==> config.mk <==
export PLATFORM = sky130hd
export DESIGN_NAME = irq_nest_arb
export DESIGN_NICKNAME = d
export VERILOG_FILES = /design/src/rtl/irq_nest_pkg.sv /design/src/rtl/irq_prio_enc.sv /design/src/rtl/irq_pend_reg.sv /design/src/rtl/irq_svc_stack.sv /design/src/rtl/irq_arb_core.sv /design/src/rtl/irq_nest_arb.sv
export SDC_FILE = /design/constraint.sdc
export NUM_CORES = 1
export LEC_CHECK = 0
export ABC_CLOCK_PERIOD_IN_PS = 5030
export BUFFER_PORTS_ARGS = -buffer_cell sky130_fd_sc_hd__buf_2
export CAP_MARGIN = 10
export CORE_MARGIN = 2
export CORE_UTILIZATION = 29
export DETAILED_ROUTE_END_ITERATION = 10
export SLEW_MARGIN = 25
export SYNTH_ARGS = -nofsm -noshare
export SYNTH_HDL_FRONTEND = slang
export SYNTH_SLANG_ARGS = --single-unit
==> constraint.sdc <==
create_clock -name clk_i -period 5.03 [get_ports clk_i]
set_clock_uncertainty 0.05 [all_clocks]
set_input_delay 1.006 -clock clk_i [delete_from_list [all_inputs] [get_ports clk_i]]
set_output_delay 1.006 -clock clk_i [all_outputs]
set_load 0.05 [all_outputs]
==> src/rtl/irq_nest_pkg.sv <==
package irq_nest_pkg;
  parameter int unsigned LVL_N = 8;
  localparam int unsigned LVL_W = $clog2(LVL_N);
  typedef logic [LVL_N-1:0] lvl_vec_t;
  typedef logic [LVL_W-1:0] lvl_idx_t;
endpackage

==> src/rtl/irq_prio_enc.sv <==
module irq_prio_enc
  import irq_nest_pkg::*;
(
  input  lvl_vec_t vec_i,
  output logic     any_o,
  output lvl_idx_t idx_o
);
  always_comb begin
    any_o = |vec_i;
    idx_o = '0;
    for (int i = 0; i < LVL_N; i++) begin
      if (vec_i[i]) idx_o = LVL_W'(i);
    end
  end
endmodule

==> src/rtl/irq_pend_reg.sv <==
module irq_pend_reg
  import irq_nest_pkg::*;
(
  input  logic     clk_i,
  input  logic     rst_ni,
  input  lvl_vec_t req_i,
  input  lvl_vec_t clr_i,
  output lvl_vec_t pend_o
);
  lvl_vec_t req_q, rise;

  assign rise = req_i & ~req_q;

  always_ff @(posedge clk_i or negedge rst_ni) begin
    if (!rst_ni) begin
      req_q  <= '0;
      pend_o <= '0;
    end else begin
      req_q  <= req_i;
      pend_o <= (pend_o & ~clr_i) | rise;
    end
  end


  pend_set_chk: assert property (@(posedge clk_i) disable iff (!rst_ni)
    (|rise) |=> ((pend_o & $past(rise)) == $past(rise)));

  pend_src_chk: assert property (@(posedge clk_i) disable iff (!rst_ni)
    1'b1 |=> ((pend_o & ~$past(pend_o) & ~$past(rise)) == '0));
endmodule

==> src/rtl/irq_svc_stack.sv <==
module irq_svc_stack
  import irq_nest_pkg::*;
(
  input  logic     clk_i,
  input  logic     rst_ni,
  input  lvl_vec_t push_i,
  input  logic     pop_i,
  output lvl_vec_t insvc_o,
  output logic     any_o,
  output lvl_idx_t top_o
);
  lvl_vec_t pop_mask;

  irq_prio_enc i_top_enc (.vec_i(insvc_o), .any_o(any_o), .idx_o(top_o));

  assign pop_mask = (pop_i && any_o) ? (lvl_vec_t'(1) << top_o) : '0;

  always_ff @(posedge clk_i or negedge rst_ni) begin
    if (!rst_ni) insvc_o <= '0;
    else         insvc_o <= (insvc_o & ~pop_mask) | push_i;
  end


  svc_pop_chk: assert property (@(posedge clk_i) disable iff (!rst_ni)
    (pop_i && push_i == '0 && insvc_o != '0) |=>
      ($countones(insvc_o) == $countones($past(insvc_o)) - 1));

  svc_hold_chk: assert property (@(posedge clk_i) disable iff (!rst_ni)
    (!pop_i && push_i == '0) |=> $stable(insvc_o));
endmodule

==> src/rtl/irq_arb_core.sv <==
module irq_arb_core
  import irq_nest_pkg::*;
(
  input  lvl_vec_t pend_i,
  input  logic     svc_any_i,
  input  lvl_idx_t svc_top_i,
  input  lvl_vec_t band_i,
  input  logic     ctx_hi_i,
  output logic     preempt_o,
  output lvl_idx_t win_lvl_o,
  output logic     cfg_err_o
);
  logic pend_any, above_hp, seen_zero;

  irq_prio_enc i_pend_enc (.vec_i(pend_i), .any_o(pend_any), .idx_o(win_lvl_o));

  // a 0 (above foreground) must never sit below a 1
  always_comb begin
    seen_zero = 1'b0;
    cfg_err_o = 1'b0;
    for (int i = 0; i < LVL_N; i++) begin
      if (band_i[i] && seen_zero) cfg_err_o = 1'b1;
      if (!band_i[i]) seen_zero = 1'b1;
    end
  end

  assign above_hp = cfg_err_o | ~band_i[win_lvl_o];

  always_comb begin
    if (!pend_any)      preempt_o = 1'b0;
    else if (svc_any_i) preempt_o = (win_lvl_o > svc_top_i);
    else if (ctx_hi_i)  preempt_o = above_hp;
    else                preempt_o = 1'b1;
  end
endmodule

==> src/rtl/irq_nest_arb.sv <==
module irq_nest_arb
  import irq_nest_pkg::*;
(
  input  logic             clk_i,
  input  logic             rst_ni,
  input  logic [LVL_N-1:0] req_i,
  input  logic [LVL_N-1:0] band_i,
  input  logic             ctx_hi_i,
  input  logic             ack_i,
  input  logic [LVL_W-1:0] ack_lvl_i,
  input  logic             eoh_i,
  output logic             preempt_o,
  output logic [LVL_W-1:0] win_lvl_o,
  output logic             cfg_err_o,
  output logic [LVL_N-1:0] pend_o,
  output logic [LVL_N-1:0] insvc_o
);
  lvl_vec_t ack_vec;
  logic     svc_any;
  lvl_idx_t svc_top;

  assign ack_vec = ack_i ? (pend_o & (lvl_vec_t'(1) << ack_lvl_i)) : '0;

  irq_pend_reg i_pend (
    .clk_i(clk_i), .rst_ni(rst_ni), .req_i(req_i), .clr_i(ack_vec), .pend_o(pend_o)
  );

  irq_svc_stack i_svc (
    .clk_i(clk_i), .rst_ni(rst_ni), .push_i(ack_vec), .pop_i(eoh_i),
    .insvc_o(insvc_o), .any_o(svc_any), .top_o(svc_top)
  );

  irq_arb_core i_core (
    .pend_i(pend_o), .svc_any_i(svc_any), .svc_top_i(svc_top), .band_i(band_i),
    .ctx_hi_i(ctx_hi_i), .preempt_o(preempt_o), .win_lvl_o(win_lvl_o),
    .cfg_err_o(cfg_err_o)
  );


  win_top_chk: assert property (@(posedge clk_i) disable iff (!rst_ni)
    (pend_o != '0) |-> ((pend_o >> win_lvl_o) == lvl_vec_t'(1)));

  nest_chk: assert property (@(posedge clk_i) disable iff (!rst_ni)
    preempt_o |-> ((insvc_o >> win_lvl_o) == '0));

  lo_ctx_chk: assert property (@(posedge clk_i) disable iff (!rst_ni)
    (!ctx_hi_i && insvc_o == '0 && pend_o != '0) |-> preempt_o);

  ack_move_chk: assert property (@(posedge clk_i) disable iff (!rst_ni)
    (ack_i && pend_o[ack_lvl_i]) |=> insvc_o[$past(ack_lvl_i)]);
endmodule

### Word-level counts from Yosys, hierarchy flattened

Index checks and enable logic that the tools add are counted.

| cells by class | value |
|---|---|
| shift operators | 2 |
| multiplexer cells | 35 |
| reduce and logical (&&, ||, !) cells | 10 |
| order comparisons | 2 |
| bitwise gates (word level) | 11 |

Operator list:

| kind | number |
|---|---|
| 3-bit 2-to-1 mux | 12 |
| 8-bit AND | 4 |
| 8-bit NOT | 3 |
| 1-bit 2-to-1 mux | 20 |
| 8-bit 2-to-1 mux | 2 |
| 8-bit bitwise OR | 2 |
| 8-bit OR reduction | 2 |
| 1-bit by 3-bit << shifter with 8-bit output, first input constant | 2 |
| 1-bit logical AND | 8 |
| 3-bit by 4-bit < comparator with 1-bit output, second input constant | 1 |
| 1-bit binary-select mux with 3-bit select | 1 |
| 3-bit greater-than comparator | 1 |
| 1-bit NOT | 1 |
| 1-bit bitwise OR | 1 |

| storage, ports and cells | value |
|---|---|
| word-level logic and storage cells | 63 |
| flip-flop bits (word level) | 24 |
| input port bits | 24 |
| output and inout bits | 21 |

### Logic depth before layout (Yosys ltp)

Gate-level depths: netlist (run 1).

| depth | value |
|---|---|
| depth in word-level cells | 14 |
| depth in mapped cells | 10 |
| mapped depth without buffers | 10 |

### Hierarchy

Synthesis (run 1) repeated with hierarchy kept, for this count alone.

| unflattened totals | value |
|---|---|
| cell total of the unflattened synthesis | 141 |
| area total of the unflattened synthesis | 1345.0 µm² |

By module, submodules not included:

| module | area an instance (µm²) | cells an instance | seq. area each (µm²) | instances |
|---|---|---|---|---|
| irq_pend_reg | 560.5 | 40 | 400.4 | 1 |
| irq_svc_stack | 347.8 | 34 | 200.2 | 1 |
| irq_arb_core | 215.2 | 30 | 0.0 | 1 |
| irq_prio_enc | 66.3 | 12 | 0.0 | 2 |
| irq_nest_arb | 88.8 | 13 | 0.0 | 1 |

### Worst setup path after synthesis (run 1)

No wires, ideal clock.

| timing | value |
|---|---|
| path type | register to output |
| from | register i_pend.pend_o[3] |
| to | output preempt_o |
| stages on the path, launching flop included | 9 |
| setup slack | 0.635 ns |
| data arrival time | 3.339 ns |
| required time | 3.974 ns |
| path buffers | 0 |
| cells stage by stage | dfrtp_1 > nor2_2 > o31ai_4 > ha_1 > nor2b_1 > o21ai_0 > a32oi_1 > o22ai_1 > a311oi_1 |

| on the way | value |
|---|---|
| cells in the longest elaborated chain, start to end | 12 |
| elaborated cells on any way between the ends | 14 |
| classes of those cells | 1 x order compare; 10 x mux; 2 x bitwise; 1 x reduce/logical |

Ends and longest elaborated chain:

| item | line | source |
|---|---|---|
| from (decl) | irq_pend_reg.sv:8 | `output lvl_vec_t pend_o` |
| from (signal assigned) | irq_pend_reg.sv:20 | `pend_o <= (pend_o & ~clr_i) \| rise;` |
| 3-bit 2-to-1 mux (*) (5 in series) | irq_prio_enc.sv:12 | `if (vec_i[i]) idx_o = LVL_W'(i);` |
| net win_lvl_o[1] | irq_nest_arb.sv:13 | `output logic [LVL_W-1:0] win_lvl_o,` |
| 1-bit binary-select mux with 3-bit select | irq_arb_core.sv:27 | `assign above_hp = cfg_err_o \| ~band_i[win_lvl_o];` |
| 1-bit 2-to-1 mux (not written as such) | irq_arb_core.sv:27 |  |
| 1-bit NOT | irq_arb_core.sv:27 |  |
| 1-bit bitwise OR | irq_arb_core.sv:27 |  |
| 1-bit 2-to-1 mux | irq_arb_core.sv:32 | `else if (ctx_hi_i) preempt_o = above_hp;` |
| 1-bit 2-to-1 mux (*) | irq_arb_core.sv:31 | `else if (svc_any_i) preempt_o = (win_lvl_o > svc_top_i);` |
| 1-bit 2-to-1 mux (*) | irq_arb_core.sv:30 | `if (!pend_any) preempt_o = 1'b0;` |
| to (decl) | irq_nest_arb.sv:12 | `output logic preempt_o,` |

Mark *: on every way through the listed nets, which the timed path passes. The rest lies on a longest branch. The select of a mux whose other input is x is not followed.

### Final worst setup path (run 1)

| timing | value |
|---|---|
| from | register i_svc.insvc_o[1] |
| to | output preempt_o |

| on the way | value |
|---|---|
| cells in the longest elaborated chain, start to end | 10 |
| elaborated cells on any way between the ends | 11 |
| classes of those cells | 1 x order compare; 9 x mux; 1 x reduce/logical |

Ends and longest elaborated chain:

| item | line | source |
|---|---|---|
| from (decl) | irq_svc_stack.sv:8 | `output lvl_vec_t insvc_o,` |
| from (signal assigned) | irq_svc_stack.sv:20 | `else insvc_o <= (insvc_o & ~pop_mask) \| push_i;` |
| 1-bit 2-to-1 mux | irq_prio_enc.sv:12 |  |
| 3-bit 2-to-1 mux (6 in series) | irq_prio_enc.sv:12 |  |
| 3-bit greater-than comparator | irq_arb_core.sv:31 |  |
| 1-bit 2-to-1 mux (*) | irq_arb_core.sv:31 |  |
| 1-bit 2-to-1 mux (*) | irq_arb_core.sv:30 |  |

Mark *: on every way between the ends. The rest lies on a longest branch, timed or not.

==> flow_metrics.py, run 1 <==
metrics = {
    "setup_path": {
        "timing.rr.end": "i_svc.insvc_o[1]",
        "worst_path_max_delay_cell": "dfrtp_1",
        "worst_ep_required_time_ps": 3970,
        "crit_type": "register to primary output",
        "max_stage_delay_ps": 420,
        "crit_top_cell": "nor2b_1",
        "r2r-start": "i_svc.insvc_o[7]",
        "path_cells": "nor2b_1, o21bai_1, a21oi_1, or2_2, ha_1, nor2b_1, o21ai_0, a32oi_1, o22ai_1, a311oi_1, buf_2",
        "arrival_ps": 2560,
        "ff2ff_path_depth": 4,
        "end_kind": "primary output",
        "r2r_slack_ps": 3390,
        "crit_path_start_kind": "register",
        "worstPathMaxFanout": 5,
    },
    "logic_synthesis": {
        "synth_cells": 138,
        "synthTopCellsByArea": "dfrtp_1 46%, o21ai_0 6.6%, nand2_1 4.3%",
        "yosysWarnings": 0,
        "synthesis.nets": 165,
        "avgSynthCellArea_um2": 9.40,
        "yosys-top-cells-count": "24 x dfrtp_1, 17 x o21ai_0, 15 x nand2_1",
        "synth_cell_types": 35,
        "ys.flop_type": "dfrtp_1",
        "seq_area_frac_synth_pct": 46.3,
        "synth-edff-count": 0,
        "synth-async-reset-ratio_pct": 100,
        "netlist.area_leader.share_pct": 46.3,
        "syn_area_um2": 1300,
        "ys_seq_elements": 24,
        "synth_most_common_cell": "dfrtp_1",
        "yosys.area.top_type": "dfrtp_1",
    },
    "power": {
        "ir_worst_vdd_mv": 0.202,
        "p_per_area_nw_per_um2": 405,
        "power_uw": 662,
        "power_leakage_nw": 0.775,
    },
    "job": {
        "max-cap-violations": 0,
    },
    "grt": {
        "grtUsageMet2_pct": 19.5,
        "use_met1_pct": 18.2,
        "grt_max_degree": 25,
        "grt_pass1_vias": 1093,
        "gr-total-overflow": 0,
        "met3_usage_pct": 1.85,
        "grt.busiest_layer": "met2",
        "grt_pass1_wl_mm": 5.18,
        "antenna_found_initial": 0,
        "grt.total_usage_pct": 12.5,
    },
    "floorplan": {
        "row_count": 24,
        "core_area_um2": 4320,
        "die_y_um": 70.9,
        "initial_core_util_pct": 30.0,
        "die_w_um": 70.9,
        "dieArea_um2": 5030,
        "io_pins": 45,
    },
    "placement": {
        "port_buffers": 44,
        "place_congestion": 0.780,
        "hpwl_mm": 2.45,
    },
    "clock_tree": {
        "clockRootBuffer": "clkbuf_8",
        "clk_pin_slew_ps": 80,
        "htreeDepth": 1,
        "hold_buffers": 0,
        "cts_buffers": 3,
        "clk_path_buf_depth": 2,
        "cts_tree": "built",
        "cts_resized": 0,
        "cts_setup_buffers": 0,
        "insertion_delay_ps": 260,
        "cts_sinks": 24,
    },
    "hold_path": {
        "min-delay-start": "i_pend.req_q[4]",
        "hold-path-endpoint": "i_pend.pend_o[4]",
        "hp-class": "register to register",
        "hold_depth": 1,
    },
    "detailed_routing": {
        "drt-wirelength-per-cell_um": 13.0,
        "first_pass_iters": 4,
        "ant_nets": 0,
        "drt-initial-drc-count": 28,
        "vias_per_cell": 4.94,
        "vias": 1171,
        "drc": 0,
        "wl_mm": 3.08,
    },
    "final_layout": {
        "n_fill_cell": 459,
        "diodes": 0,
        "drive_gt1_share_pct": 31.9,
        "area_growth_pct": 25.8,
        "num-nets-final": 213,
    },
    "timing": {
        "max_freq_mhz": 277,
        "rsz0062_at_grt": "false",
        "setup_viol": 0,
        "slew_violations": 0,
        "hold_viol": 0,
        "fin_crit_sh_pct": 71.8,
        "slew_headroom_pct": 64.9,
        "tns_ps": 0,
        "max_slew.worst_pin.slew_ps": 526,
        "period_minus_slack_ps": 3610,
    },
    "outcome": {
        "status": "finished, final reports clean",
    },
}
routing by layer:
metal / share of wire [%] / vias to the layer above
met4: 0.81 / 0
met3: 6.5 / 2
met2: 45 / 49
met1: 48 / 534
met5: 0 / -
li1: - / 586
cells by family (layout without fill, tap and decap cells):
| family | count (synthesis) | after routing | share of synthesized area [%] |
|---|---|---|---|
| adder cells (fa/ha/maj) | 3 | 3 | 2.89 |
| flip-flops | 24 | 24 | 46.3 |
| multiplexers | 4 | 4 | 3.09 |
| buffers and inverters | 14 | 61 | 4.15 |
| AO/OA/AOI/OAI | 38 | 38 | 20.9 |
| AND/OR/NAND/NOR | 55 | 55 | 22.7 |
power by group:
group | internal [mW] | switching (mW) | total, mW
clock | 0.0698 | 0.0577 | 0.127
combinational | 0.0869 | 0.190 | 0.277
sequential | 0.221 | 0.0364 | 0.257
state kept, by name, summed over array words and instances (netlist names):
| signal | flops |
|---|---|
| i_svc.insvc_o | 8 |
| i_pend.pend_o | 8 |
| i_pend.req_q | 8 |
through the flow:
| step | worst slack [ps] | utilization (%) | instance area, um^2 | instances | hold WS [ps] |
|---|---|---|---|---|---|
| floorplan | 635 | - | 1300 | 138 | 350 |
| global placement | 1690 | 36.5 | 1580 | 233 | 354 |
| detailed placement | 1670 | 36.5 | 1580 | 233 | 358 |
| CTS | 1420 | 37.8 | 1630 | 237 | 370 |
| global route | 1170 | 37.8 | 1630 | 237 | 393 |
| finish | 1420 | 37.8 | 1630 | 237 | 368 |
placed cells by master (no fill, tap or decap), types with 2 or more instances in the layout:
master and n:
a21oi_1 3, a22o_1 2, a32o_1 2, and2_1 2
and3_1 2, and4_1 2, buf_2 44, clkbuf_8 4
dfrtp_1 24, ha_1 3, inv_1 13, mux2i_1 4
nand2_1 15, nand2b_1 3, nand3_1 5, nor2_1 11
nor2_2 2, nor2b_1 6, o21ai_0 17, o22ai_1 2
or2_2 4
critical path, delay by kind of cell (launching register included):
kind,cells,cell delay [ps]
AOI/OAI and AO/OA,6,860
and+or+nand+nor,3,530
DFF,1,420
adders and majority gates,1,180
buffers and inverters,1,300
worst max path at each step:
stage / startpoint / cells past startpoint / end / slack (ps)
after floorplan: i_pend.pend_o[3] / 8 / preempt_o / 640
after global placement: band_i[5] / 7 / preempt_o / 1690
after detailed placement: band_i[5] / 7 / preempt_o / 1670
after CTS: i_svc.insvc_o[1] / 11 / preempt_o / 1420
after global routing: i_svc.insvc_o[1] / 11 / preempt_o / 1170
final: i_svc.insvc_o[1] / 11 / preempt_o / 1420
cell type report:
| cell class | count | area (um^2) | share of cell area, % |
|---|---|---|---|
| Sequential cell | 24 | 601 | 36.8 |
| Multi-Input combinational cell | 100 | 643 | 39.4 |
| Timing Repair Buffer | 44 | 220 | 13.5 |
| Inverter | 13 | 48.8 | 2.99 |
| Clock buffer | 4 | 55.1 | 3.37 |
| Tap cell | 52 | 65.1 | 3.98 |
No activity file was read; power rests on OpenSTA's default activity.
==> inputs of run 2 (changes only) <==
- ABC_CLOCK_PERIOD_IN_PS: 5030 -> 3700
- clock period: 5.03 -> 3.7 ns (I/O delays scaled with it)
==> run 2 against run 1 <==
Sequential share of layout area down 0.14 points. Sequential power rose by 36%. Via count is 0.34% lower. Total power increased by 37%. Worst setup slack got worse by 1000 ps. Core utilization up 0.14 points. Sequential cell count is the same. Clock power grew 39%. Clock-buffer cell count stayed put. Worst hold slack worse by 2.3 ps.
==> flow_metrics.py, run 2 (synthesis results as in run 1) <==
metrics = {
    "outcome": {
        "status": "finished, final reports clean",
    },
    "detailed_routing": {
        "drc": 0,
        "first_pass_iters": 4,
        "vias": 1167,
        "ant_nets": 0,
        "drt-initial-drc-count": 51,
        "vias_per_cell": 4.92,
        "drt-wirelength-per-cell_um": 13.5,
        "wl_mm": 3.19,
    },
    "timing": {
        "fin_ws_ps": 374,
        "rsz0062_at_grt": "false",
        "hold_viol": 0,
        "tns_ps": 0,
        "fin_crit_sh_pct": 89.9,
        "slew_violations": 0,
        "max_freq_mhz": 301,
        "slew_headroom_pct": 64.2,
        "setup_viol": 0,
        "max_slew.worst_pin.slew_ps": 537,
        "period_minus_slack_ps": 3330,
    },
    "final_layout": {
        "top_regs": "i_pend.pend_o x8, i_pend.req_q x8, i_svc.insvc_o x8",
        "layout_common_cells": "44 x buf_2, 24 x dfrtp_1, 17 x o21ai_0, 15 x nand2_1, 13 x inv_1",
        "diodes": 0,
        "drive_gt1_share_pct": 32.4,
        "num-nets-final": 213,
        "area_growth_pct": 26.3,
        "layout_commonest_cell": "buf_2",
    },
    "placement": {
        "hpwl_mm": 2.54,
        "place_ws_ps": 685,
        "place_congestion": 0.784,
        "port_buffers": 44,
    },
    "clock_tree": {
        "insertion_delay_ps": 260,
        "cts_buffers": 3,
        "clk_path_buf_depth": 2,
        "clockRootBuffer": "clkbuf_8",
        "clk_pin_slew_ps": 80,
        "cts_resized": 0,
        "cts_setup_buffers": 0,
        "hold_buffers": 0,
        "cts_sinks": 24,
        "htreeDepth": 1,
        "cts_tree": "built",
    },
    "power": {
        "ir_worst_vdd_mv": 0.211,
        "p_per_area_nw_per_um2": 555,
        "power_leakage_nw": 0.776,
    },
    "setup_path": {
        "crit_path_start_kind": "register",
        "arrival_ps": 2540,
        "worstPathMaxFanout": 5,
        "crit_type": "register to primary output",
        "worst_ep_required_time_ps": 2910,
        "r2r_slack_ps": 2030,
        "end_kind": "primary output",
    },
    "floorplan": {
        "io_pins": 45,
        "row_count": 24,
        "initial_core_util_pct": 30.0,
        "core_area_um2": 4320,
        "dieArea_um2": 5030,
        "die_y_um": 70.9,
        "die_w_um": 70.9,
    },
    "grt": {
        "antenna_found_initial": 0,
        "gr-total-overflow": 0,
        "grt_max_degree": 25,
        "grt_pass1_wl_mm": 5.40,
        "grt.total_usage_pct": 13.2,
        "grt_pass1_vias": 1189,
    },
    "hold_path": {
        "hp-class": "register to register",
    },
    "job": {
        "max-cap-violations": 0,
    },
}
==> run 2: cell counts in the layout (fill, tap and decap cells not counted) <==
Identical to the previous run, type by type.
==> run 2: worst paths after layout <==
| kind | cells past startpoint | to | start |
|---|---|---|---|
| setup / recovery | 11 | preempt_o | i_svc.insvc_o[1] |
| hold / removal | 1 | i_pend.pend_o[4] | i_pend.req_q[4] |
| setup reg to reg | 4 | i_svc.insvc_o[2] | i_svc.insvc_o[7] |
| hold reg to reg | 1 | i_pend.pend_o[4] | i_pend.req_q[4] |
| max in group asynchronous | 1 | i_pend.req_q[6] | rst_ni |
| min in group asynchronous | 1 | i_pend.pend_o[0] | rst_ni |
==> run 2: power breakdown <==
| part | internal, mW | switching (mW) | leakage, nW | total, mW |
|---|---|---|---|---|
| logic | 0.121 | 0.264 | 0.473 | 0.384 |
| registers | 0.300 | 0.0491 | 0.274 | 0.349 |
| clock network | 0.0950 | 0.0808 | 0.0288 | 0.176 |
| total | 0.515 | 0.394 | 0.776 | 0.909 |
==> run 2: critical path, stage by stage (launching register included) <==
cell	delay, ps
dfrtp_1	420
nor2b_1	140
o21bai_1	160
a21oi_1	130
or2_2	290
ha_1	170
nor2b_1	100
o21ai_0	80
a32oi_1	160
o22ai_1	130
a311oi_2	190
buf_2	300
==> run 2: final cells by class <==
class	count	area (um^2)
Timing Repair Buffer	44	220
Inverter	13	48.8
Fill cell	464	2690
Tap cell	52	65.1
Sequential cell	24	601
Multi-Input combinational cell	100	649
Clock buffer	4	55.1
==> run 2: metal layers <==
layer  part of all wire (%)  track usage (%)  up-vias  routed length (um)
met5                      0                0        -                   0
met4                    1.3             4.61        0                  42
met3                    4.7             1.99        5                 151
met2                     45             20.9       38                1430
met1                     49             18.4      540                1570
li1                       -                -      584                   -
==> run 2: per-stage QoR <==
stage | hold slack, ps | cell area, um^2 | utilization [%] | cells | power [mW]
2_1_floorplan | 350 | 1300 | - | 138 | 0.631
3_3_place_gp | 352 | 1580 | 36.6 | 233 | 0.735
3_5_place_dp | 358 | 1580 | 36.6 | 233 | 0.738
4_1_cts | 370 | 1640 | 37.9 | 237 | 0.914
5_1_grt | 391 | 1640 | 37.9 | 237 | 0.965
6_report | 365 | 1640 | 37.9 | 237 | 0.909
